## src/rtl/sbox_pkg.sv

```systemverilog
package sbox_pkg;

   localparam int NSIDES  = 4;
   localparam int FLD_W   = 3;

   typedef enum logic {
      TOPO_DISJOINT = 1'b0,
      TOPO_WILTON   = 1'b1
   } topo_e;

   typedef enum logic [1:0] {
      SEL_STRAIGHT = 2'd0,
      SEL_LEFT     = 2'd1,
      SEL_RIGHT    = 2'd2,
      SEL_OFF      = 2'd3
   } sel_e;

   typedef struct packed {
      logic en;
      sel_e sel;
   } xcfg_t;

   function automatic int straight_side(input int d);
      return (d + 2) % NSIDES;
   endfunction

   function automatic int left_side(input int d);
      return (d + 3) % NSIDES;
   endfunction

   function automatic int right_side(input int d);
      return (d + 1) % NSIDES;
   endfunction

endpackage

```

## src/rtl/sbox_cfg_chain.sv

```systemverilog
module sbox_cfg_chain #(
   parameter int NBITS = 84
) (
   input  logic             clk,
   input  logic             rst,
   input  logic             shift_en,
   input  logic             din,
   input  logic             load,
   output logic [NBITS-1:0] active_o
);

   logic [NBITS-1:0] stage_q;
   logic [NBITS-1:0] active_q;

   if (NBITS < 2) begin : g_bad_len
      $error("sbox_cfg_chain: NBITS must be at least 2");
   end

   always_ff @(posedge clk) begin
      if (rst) begin
         stage_q <= '0;
      end else if (shift_en) begin
         stage_q <= {din, stage_q[NBITS-1:1]};
      end
   end

   always_ff @(posedge clk) begin
      if (rst) begin
         active_q <= '0;
      end else if (load) begin
         active_q <= stage_q;
      end
   end

   assign active_o = active_q;

endmodule

```

## src/rtl/sbox_track_mux.sv

```systemverilog
module sbox_track_mux
   import sbox_pkg::*;
(
   input  logic  straight_i,
   input  logic  left_i,
   input  logic  right_i,
   input  xcfg_t cfg_i,
   output logic  out_o
);

   logic picked;

   always_comb begin
      unique case (cfg_i.sel)
         SEL_STRAIGHT: picked = straight_i;
         SEL_LEFT:     picked = left_i;
         SEL_RIGHT:    picked = right_i;
         default:      picked = 1'b0;
      endcase
   end

   assign out_o = cfg_i.en & picked;

endmodule

```

## src/rtl/sbox_side.sv

```systemverilog
module sbox_side
   import sbox_pkg::*;
#(
   parameter int    W    = 7,
   parameter topo_e TOPO = TOPO_WILTON
) (
   input  logic          [W-1:0] straight_bus,
   input  logic          [W-1:0] left_bus,
   input  logic          [W-1:0] right_bus,
   input  xcfg_t [W-1:0]         cfg_i,
   output logic          [W-1:0] out_bus
);

   logic [W-1:0] left_pick;
   logic [W-1:0] right_pick;

   for (genvar t = 0; t < W; t++) begin : g_trk
      if (TOPO == TOPO_WILTON) begin : g_wil
         localparam int LT = (t + W - 1) % W;
         localparam int RT = W - 1 - t;
         assign left_pick[t]  = left_bus[LT];
         assign right_pick[t] = right_bus[RT];
      end else begin : g_dis
         assign left_pick[t]  = left_bus[t];
         assign right_pick[t] = right_bus[t];
      end

      sbox_track_mux u_mux (
         .straight_i (straight_bus[t]),
         .left_i     (left_pick[t]),
         .right_i    (right_pick[t]),
         .cfg_i      (cfg_i[t]),
         .out_o      (out_bus[t])
      );
   end

endmodule

```

## src/rtl/sbox_switch_box.sv

```systemverilog
module sbox_switch_box
   import sbox_pkg::*;
#(
   parameter int    W    = 7,
   parameter topo_e TOPO = TOPO_WILTON
) (
   input  logic         clk,
   input  logic         rst,
   input  logic         cfg_shift,
   input  logic         cfg_din,
   input  logic         cfg_load,
   input  logic [W-1:0] in_n,
   input  logic [W-1:0] in_e,
   input  logic [W-1:0] in_s,
   input  logic [W-1:0] in_w,
   output logic [W-1:0] out_n,
   output logic [W-1:0] out_e,
   output logic [W-1:0] out_s,
   output logic [W-1:0] out_w
);

   localparam int NOUT   = NSIDES * W;
   localparam int CFG_W  = NOUT * FLD_W;

   if (W < 2 || W > 64) begin : g_bad_w
      $error("sbox_switch_box: W must be within 2..64");
   end

   logic [NSIDES-1:0][W-1:0] ib;
   logic [NSIDES-1:0][W-1:0] ob;
   logic [CFG_W-1:0]         active_bits;
   xcfg_t [NOUT-1:0]         cfg_all;

   assign ib      = {in_w, in_s, in_e, in_n};
   assign cfg_all = active_bits;

   sbox_cfg_chain #(.NBITS(CFG_W)) u_cfg (
      .clk      (clk),
      .rst      (rst),
      .shift_en (cfg_shift),
      .din      (cfg_din),
      .load     (cfg_load),
      .active_o (active_bits)
   );

   for (genvar d = 0; d < NSIDES; d++) begin : g_side
      localparam int SS = straight_side(d);
      localparam int LS = left_side(d);
      localparam int RS = right_side(d);

      sbox_side #(.W(W), .TOPO(TOPO)) u_side (
         .straight_bus (ib[SS]),
         .left_bus     (ib[LS]),
         .right_bus    (ib[RS]),
         .cfg_i        (cfg_all[d*W +: W]),
         .out_bus      (ob[d])
      );
   end

   assign out_n = ob[0];
   assign out_e = ob[1];
   assign out_s = ob[2];
   assign out_w = ob[3];

endmodule

```

## config.mk

```make
export PLATFORM = sky130hd
export DESIGN_NAME = sbox_switch_box
export DESIGN_NICKNAME = d
export VERILOG_FILES = /design/src/rtl/sbox_pkg.sv /design/src/rtl/sbox_cfg_chain.sv /design/src/rtl/sbox_track_mux.sv /design/src/rtl/sbox_side.sv /design/src/rtl/sbox_switch_box.sv
export SDC_FILE = /design/constraint.sdc
export NUM_CORES = 1
export LEC_CHECK = 0
export CAP_MARGIN = 20
export CORE_UTILIZATION = 35
export DETAILED_ROUTE_END_ITERATION = 16
export GPL_ROUTABILITY_DRIVEN = 1
export SLEW_MARGIN = 20
export SYNTH_ARGS = -nofsm -noshare
export SYNTH_HDL_FRONTEND = slang
export SYNTH_SLANG_ARGS = --single-unit
export TNS_END_PERCENT = 20
```

## constraint.sdc

```tcl
create_clock -name clk -period 1.2 [get_ports clk]
set_clock_uncertainty 0.05 [all_clocks]
set_input_delay 0.12 -clock clk [delete_from_list [all_inputs] [get_ports clk]]
set_output_delay 0.12 -clock clk [all_outputs]
set_load 0.01 [all_outputs]
```

======== After elaboration in Yosys (flattened, before gate mapping) ========
Cells that the tools add are included.
word-level totals
  flip-flop bits (word level) ............. 168
  input port bits ......................... 33
  output and inout port bits .............. 28
  logic and storage cells ................. 142
cells by class
  eq/ne operators ......................... 56
  mux-type cells .......................... 28
  bitwise gates (word level) .............. 28
  reductions and logical operators ........ 28
operators by type and width
  kind                  count
  $pmux W1 S3           28
  $eq A2 B1 Y1 const B  28
  $eq A2 B2 Y1 const B  28
  $logic_not A2 Y1      28
  $and A1 B1 Y1         28

======== Depth between registers and ports, before layout ========
Gate-level depths: netlist (run 1).
  word-level depth ........................ 3
  depth in mapped cells ................... 5
  mapped depth without buffers ............ 3

======== Modules after synthesis ========
A second synthesis (run 1) with hierarchy kept.
unflattened totals
  cell total of the unflattened synthesis .. 655
  area total of the unflattened synthesis .. 6896.6 sq um
modules (own cells, without submodules)
  module          instances  cells an instance  area each (sq um)
  sbox_cfg_chain  1          543                6090.8
  sbox_track_mux  28         4                  28.8

======== Least setup slack after synthesis (run 1) ========
No wires, ideal clock.
  path kind ............................... reg-to-output
  start ................................... reg u_cfg.active_q[22] (netlist: u_cfg.active_o[22])
  end ..................................... out out_e[0]
  data arrival time ....................... 0.835 ns
  setup slack ............................. 0.195 ns
  stages on the path, launching flop included .. 5
  cells stage by stage .................... dfxtp_1 mux2i_1 o21ai_0 and2_1 buf_4
between the ends
  cells in the longest elaborated chain, start to end .. 3
  elaborated cells on any way between the ends .. 5
  those cells by class .................... 2 x eq/ne; 1 x mux; 1 x bitwise; 1 x reduce/logical
RTL lines
  what                                        RTL line               source
  start, declared                             sbox_cfg_chain.sv:13   logic [NBITS-1:0] active_q;
  start signal, assigned                      sbox_cfg_chain.sv:31   active_q <= stage_q;
  $eq A2 B2 Y1, or another cell as far along  sbox_track_mux.sv:14   unique case (cfg_i.sel)
  $pmux W1 S3 (*)                             sbox_track_mux.sv:14
  $and A1 B1 Y1 (*)                           sbox_track_mux.sv:22   assign out_o = cfg_i.en & picked;
  end, declared                               sbox_switch_box.sv:17  output logic [W-1:0] out_e,
Every way passes the cells marked *; elsewhere a longest branch is shown, timed or not.

======== Final worst setup path (run 1) ========
  start ................................... reg u_cfg.active_q[10] (netlist: u_cfg.active_o[10])
  end ..................................... out out_n[3]
between the ends
  cells in the longest elaborated chain, start to end .. 3
  elaborated cells on any way between the ends .. 5
  those cells by class .................... 2 x eq/ne; 1 x mux; 1 x bitwise; 1 x reduce/logical
RTL lines
  what                                        RTL line               source
  $eq A2 B2 Y1, or another cell as far along  sbox_track_mux.sv:14
  $pmux W1 S3 (*)                             sbox_track_mux.sv:14
  $and A1 B1 Y1 (*)                           sbox_track_mux.sv:22
  end, declared                               sbox_switch_box.sv:16  output logic [W-1:0] out_n,
Marks and branches as above.

==> results.tsv, run 1 <==
stage	metric	value	unit
status	run_status	finished, violations left	
status	violations	negative setup slack	
power_and_ir_drop	share_comb_of_total_power	0.063	
cts	tritoncts	built	
cts	clkTransAtPathRegs	60	ps
sta	setup_viol	28	
cts	cts_root_buffer	clkbuf_16	
synth	number_of_enable_type_register_cells_in_the_synthesized_netlist	0	
placement	port_buffers	60	
sta	grt_setup_unrepaired	true	
sta	hold_viol_final	0	
floorplanning	die_height	144.5	um
global_routing	grt.overflow.total	0	
placement	placer_congestion_estimate	0.7904	
detailed_routing	detail-route-antenna-nets	0	
power_and_ir_drop	intPower	9.031	mW
synth	yosysSeqAreaShare	0.4732	
worst_setup_path	worstPathCellList	mux2i_2 > o21ai_1 > and2_4 > buf_6	
synth	ys_seq_elements	168	
worst_setup_path	required	1030	ps
synth	yosys-top-cells-area	dfxtp_1 (47%), mux2i_1 (28%), nor2_1 (8.9%)	
worst_setup_path	critical_path_class	reg2out	
synth	number_of_nets_in_the_synthesized_netlist	716	
cts	tritoncts.num_buffers	17	
sta	slew_headroom	0.7984	
worst_setup_path	crit_family	flip-flops	
worst_setup_path	worst_path_max_delay_cell	dfxtp_2	
floorplanning	fp.coreArea	19650	um2
floorplanning	num_rows	51	
global_routing	groute.usage.overall	0.1636	
synth	leading_area_contributor_after_synthesis	dfxtp_1	
global_routing	grt_pass1_vias	4636	
cts	cts.htree.levels	4	
final_layout	finish.instance_area	8419	um2
synth	synth_most_common_cell	mux2i_1	
global_routing	pin_count_of_the_biggest_net_entering_global_routing	61	
sta	max_slew_violation_count	0	
final_layout	flow.area_growth_from_synthesis	18.47	%
sta	timing.final.ws_setup	-402.3	ps
detailed_routing	per_cell_routed_wire_length	15.85	um
final_layout	layout-drive-gt1-share	0.1947	
flow_run	drv.max_cap_violation_count	0	
power_and_ir_drop	share_seq_of_total_power	0.479	
floorplanning	initial_utilization	0.3616	
sta	fmax	0.6241	GHz
detailed_routing	routed_via_density	4.699	
final_layout	diodes	0	
worst_setup_path	cp-end-kind	primary output	
worst_setup_path	setup.worst_path.start_class	register	
synth	ys_types	10	
sta	post-route-min-period	1602	ps
power_and_ir_drop	leakage	3.650	nW
placement	number_of_placed_instances_taps_included	985	
synth	postSynth.asyncResetShare	0	
cts	clk_latency	430	ps
final_layout	final_net_count	775	
synth	synth.top_cell.area_share	0.4732	
power_and_ir_drop	switching_pwr	2.624	mW
sta	min_period_over_period	1.335	
detailed_routing	drtIter0Drc	216	
synth	synthCells	683	
worst_hold_path	worst_min_path_class	in2reg	
global_routing	wire_length_of_the_first_global_routing_pass	25110	um
worst_setup_path	maximum_fanout_count_along_the_critical_path	2	
cts	tritoncts_num_sinks	168	
synth	ys.flop_type	dfxtp_1	
detailed_routing	finalWirelength	16170	um
sta	worst_hold_slack	99.26	ps
worst_setup_path	max_stage_delay	360	ps
global_routing	grt_antenna_before_repair	0	
synth	ys_warn_count	0	
worst_setup_path	cp_bufs_invs	1	
sta	tightestPinTransition	301.5	ps
floorplanning	design.portCount	61	
cts	clockBufferDepth	2	
power_and_ir_drop	power_per_cell_area	1384	nW/um2
detailed_routing	drc	0	
power_and_ir_drop	switching_share	0.2252	
power_and_ir_drop	clock_power_share	0.458	
synth	post_synth_most_frequent_cells	mux2i_1 (196), dfxtp_1 (168), nor2_1 (168), buf_4 (34)	
floorplanning	die_area	20880	um2
final_layout	layout.cells.non_filler	1020	
detailed_routing	dr.pass1.iters	4	
synth	netlist_area	7107	um2
power_and_ir_drop	totalPowerFinal	11.66	mW
power_and_ir_drop	vdd.ir_drop.worst	0.001026	V
detailed_routing	route.vias.total	4793	
synth	post_synth.cell_area_avg	10.41	um2
placement	hpwlAfterDp	11670	um
worst_setup_path	cp_data_arrival_time	1430	ps
placement	setup_ws_pre_cts	-805.9	ps
placement	post_place_instance_area	7861	um2
floorplanning	die_x	144.5	um
sequential cells by signal, summed over array words and instances (netlist names):
name / cells
u_cfg.stage_q: 84
u_cfg.active_o: 84
final timing paths:
path | start | to | slack [ps] | cells after the start
hold reg to reg | u_cfg.active_o[5]$_SDFFE_PP0P_ | u_cfg.active_o[5]$_SDFFE_PP0P_ | 430 | 2
setup / recovery | u_cfg.active_o[10]$_SDFFE_PP0P_ | out_n[3] | -400 | 4
setup reg to reg | u_cfg.active_o[27]$_SDFFE_PP0P_ | u_cfg.active_o[27]$_SDFFE_PP0P_ | 380 | 3
hold / removal | cfg_load | u_cfg.active_o[63]$_SDFFE_PP0P_ | 100 | 3
through the flow:
step                setup TNS [ps]  utilization
global placement            -20040       0.4000
detailed placement          -20010       0.4000
finish                       -8317       0.4284
global route                -10420       0.4284
CTS                          -9269       0.4273
floorplan                        0            -
cell usage in the layout, fill, tap and decap left out, drive strengths merged, types with 2 or more instances in the layout:
cell | netlist | final
and2 | 28 | 28
bufinv | 0 | 2
clkbuf | 4 | 20
dlygate4sd2 | 0 | 7
clkdlybuf4s50 | 0 | 22
dfxtp | 168 | 168
nand3b | 28 | 28
buf | 63 | 77
clkinvlp | 0 | 2
o21ai | 28 | 28
clkinv | 0 | 7
nor2 | 168 | 168
mux2i | 196 | 196
worst reg2reg max path: stages (launching register included):
cell and delay [ps]:
dfxtp_1 330, buf_4 130, mux2i_1 140, nor2_1 60
routing by layer:
layer / vias to the layer above / routed length [um] / GRT usage
met4: 0 / 272 / 0.05706
met1: 2299 / 7563 / 0.2078
met2: 81 / 7699 / 0.2682
met3: 19 / 636 / 0.04040
li1: 2394 / - / -
met5: - / 0 / 0
power by group through the flow:
stage	combinational (mW)	clock (mW)	sequential, mW
CTS	0.742	5.46	5.58
global placement	0.732	0	5.71
detailed placement	0.739	0	5.71
floorplan	0.463	0	5.71
global route	0.776	5.72	5.58
finish	0.732	5.34	5.59
logic make-up after synthesis:
family,share of synthesized area
DFF,0.4732
muxes,0.2761
and+or+nand+nor,0.1430
buffers and inverters,0.08803
AOI/OAI and AO/OA,0.01972
timing repair:
item | in CTS | in global routing
gates cloned | 0 | 0
setup buffers | 3 | 0
resized for setup | 188 | 8
endpoints found under the hold margin | 6 | 0
endpoints found under the setup margin | 28 | 28
hold buffers | 1 | 0
pin swaps | 16 | 8
area by class of cell:
cell class	count	area (um2)
flip-flops and latches	168	3398
well taps	265	331.6
repair buffers	107	963.4
fillers	1881	11230
multi-input cells	448	3153
clock buffers	20	446.7
clock inverters	12	126.4
No activity file was read; power rests on OpenSTA's default activity.
==> run 2: changes to the inputs <==
--- a/config.mk
+++ b/config.mk
@@ -8,7 +8,7 @@
 export CAP_MARGIN = 20
 export CORE_UTILIZATION = 35
 export DETAILED_ROUTE_END_ITERATION = 16
-export GPL_ROUTABILITY_DRIVEN = 1
+export GPL_ROUTABILITY_DRIVEN = 0
 export SLEW_MARGIN = 20
 export SYNTH_ARGS = -nofsm -noshare
 export SYNTH_HDL_FRONTEND = slang
==> constraint.sdc (replaced) <==
create_clock -name clk -period 1.3 [get_ports clk]
set_clock_uncertainty 0.05 [all_clocks]
set_input_delay 0.13 -clock clk [delete_from_list [all_inputs] [get_ports clk]]
set_output_delay 0.13 -clock clk [all_outputs]
set_load 0.01 [all_outputs]
==> run 2 against run 1 <==
The run still ends with negative setup slack left. Worst hold slack worse by 0.58 ps. Sequential power is 7.7% lower. Via count is 2.4% lower. Clock power is 7.5% lower. Global-route usage is 0.24 points lower. First-iteration DRC count is 5.1% higher. Routed wire length is 2.4% lower. Utilization is 0.46 points lower. Register-to-register slack better by 120 ps. Largest power group unchanged.
==> results.tsv, run 2 (same netlist as run 1, synthesis figures left out) <==
stage	metric	value	unit
flow_run	drv.max_cap_violation_count	0	
placement	setup_ws_pre_cts	-800.6	ps
final_layout	mostFrequentLayoutCells	mux2i_1 (194), nor2_1 (168), dfxtp_1 (140)	
sta	max_slew_violation_count	0	
floorplanning	fp.coreArea	19650	um2
sta	fmax	0.6233	GHz
worst_setup_path	required	1120	ps
cts	tritoncts.num_buffers	17	
floorplanning	design.portCount	61	
cts	clockBufferDepth	2	
power_and_ir_drop	totalPowerFinal	10.75	mW
global_routing	groute.usage.overall	0.1612	
status	violations	negative setup slack	
sta	setup_tns	-5753	ps
final_layout	layout-drive-gt1-share	0.1812	
sta	tightestPinTransition	298.6	ps
final_layout	flow.area_growth_from_synthesis	17.18	%
worst_hold_path	worst_min_path_class	in2reg	
cts	cts.htree.levels	4	
detailed_routing	drtIter0Drc	227	
global_routing	pin_count_of_the_biggest_net_entering_global_routing	70	
detailed_routing	dr.pass1.iters	5	
sta	grt_setup_unrepaired	true	
cts	cts_root_buffer	clkbuf_16	
cts	clkTransAtPathRegs	60	ps
floorplanning	initial_utilization	0.3616	
placement	number_of_placed_instances_taps_included	977	
detailed_routing	routed_via_density	4.634	
status	run_status	finished, violations left	
sta	hold_viol_final	0	
worst_setup_path	maximum_fanout_count_along_the_critical_path	2	
power_and_ir_drop	leakage	3.597	nW
cts	clk_latency	430	ps
power_and_ir_drop	switching_pwr	2.352	mW
placement	hpwlAfterDp	11250	um
sta	worst_hold_slack	98.68	ps
sta	min_period_over_period	1.234	
power_and_ir_drop	clock_power_share	0.459	
sta	timing.final.ws_setup	-304.5	ps
cts	tritoncts	built	
detailed_routing	route.vias.total	4680	
global_routing	wire_length_of_the_first_global_routing_pass	24770	um
final_layout	layout.cells.most_common	mux2i_1	
final_layout	n_fill_cell	1922	
power_and_ir_drop	vdd.ir_drop.worst	0.0009676	V
sta	slew_headroom	0.8009	
worst_hold_path	hold_path_depth	3	
power_and_ir_drop	share_comb_of_total_power	0.061	
floorplanning	die_area	20880	um2
power_and_ir_drop	switching_share	0.2187	
detailed_routing	per_cell_routed_wire_length	15.63	um
worst_setup_path	r2r_cells	3	
floorplanning	num_rows	51	
global_routing	grt_pass1_vias	4648	
worst_setup_path	cp-end-kind	primary output	
sta	post-route-min-period	1604	ps
floorplanning	die_height	144.5	um
final_layout	layout.cells.non_filler	1010	
power_and_ir_drop	share_seq_of_total_power	0.480	
sta	setup_viol	28	
final_layout	diodes	0	
placement	port_buffers	60	
floorplanning	die_x	144.5	um
cts	tritoncts_num_sinks	168	
global_routing	grt_antenna_before_repair	0	
worst_setup_path	cp_data_arrival_time	1420	ps
power_and_ir_drop	power_per_cell_area	1291	nW/um2
detailed_routing	detail-route-antenna-nets	0	
power_and_ir_drop	intPower	8.401	mW
detailed_routing	finalWirelength	15790	um
worst_setup_path	critical_path_class	reg2out	
global_routing	grt.overflow.total	0	
worst_setup_path	setup.worst_path.start_class	register	
worst_setup_path	slack_of_the_worst_reg_to_reg_path	500	ps
final_layout	final_net_count	767	
detailed_routing	drc	0	
==> run 2: repair_timing <==
item / in CTS / in global routing
gates resized for setup: 190 / 4
hold endpoints to repair: 6 / 0
endpoints found under the setup margin: 28 / 28
buffers inserted: 3 / 0
pin swaps: 19 / 14
hold buffers: 1 / 0
==> run 2: per-stage QoR <==
step	utilization	instance area (um2)
floorplan	-	7107
global placement	0.3963	7789
detailed placement	0.3963	7789
CTS	0.4235	8323
global route	0.4237	8328
finish	0.4237	8328
==> run 2: power by group through the flow <==
stage	Clock, mW	Combinational, mW	Sequential (mW)
after detailed placement	0	0.665	5.27
final	4.94	0.658	5.16
after global routing	5.29	0.697	5.15
after floorplan	0	0.428	5.27
after global placement	0	0.661	5.27
after CTS	5.05	0.666	5.16
==> run 2: final cells by class <==
class,instances,area (um2),area share
Clock inverter,8,97.59,0.01172
Tap cell,265,331.6,0.03981
Multi-Input combinational cell,448,3148,0.3780
Clock buffer,22,474.2,0.05694
Timing Repair Buffer,99,878.3,0.1055
Sequential cell,168,3398,0.4081
==> run 2: path summary, 6_finish.rpt <==
| path | from | end |
|---|---|---|
| min reg2reg | u_cfg.active_o[20]$_SDFFE_PP0P_ | u_cfg.active_o[20]$_SDFFE_PP0P_ |
| min | cfg_shift | u_cfg.stage_q[64]$_SDFFE_PP0P_ |
| max | u_cfg.active_o[61]$_SDFFE_PP0P_ | out_s[6] |
| max reg2reg | u_cfg.active_o[82]$_SDFFE_PP0P_ | u_cfg.active_o[82]$_SDFFE_PP0P_ |
==> run 2: layer usage <==
metal,vias up,routed length [um],global-route usage
met1,2225,7376,0.2064
met4,0,233,0.06537
met3,16,751,0.03742
met2,75,7425,0.2599
met5,-,0,0
li1,2364,-,-
==> run 2: critical path, stage by stage (launching register included) <==
cell and delay [ps]:
dfxtp_2 360, mux2i_2 250, o21ai_1 90, and2_4 180, buf_6 120
==> run 3: changes to the inputs <==
--- a/config.mk
+++ b/config.mk
@@ -5,8 +5,10 @@
 export SDC_FILE = /design/constraint.sdc
 export NUM_CORES = 1
 export LEC_CHECK = 0
+export ABC_CLOCK_PERIOD_IN_PS = 1300
 export CAP_MARGIN = 20
 export CORE_UTILIZATION = 35
+export CTS_CLUSTER_SIZE = 8
 export DETAILED_ROUTE_END_ITERATION = 16
 export GPL_ROUTABILITY_DRIVEN = 0
 export SLEW_MARGIN = 20
==> results of run 3 <==
No change in the layout: final DEF, timing and power equal those of run 2.
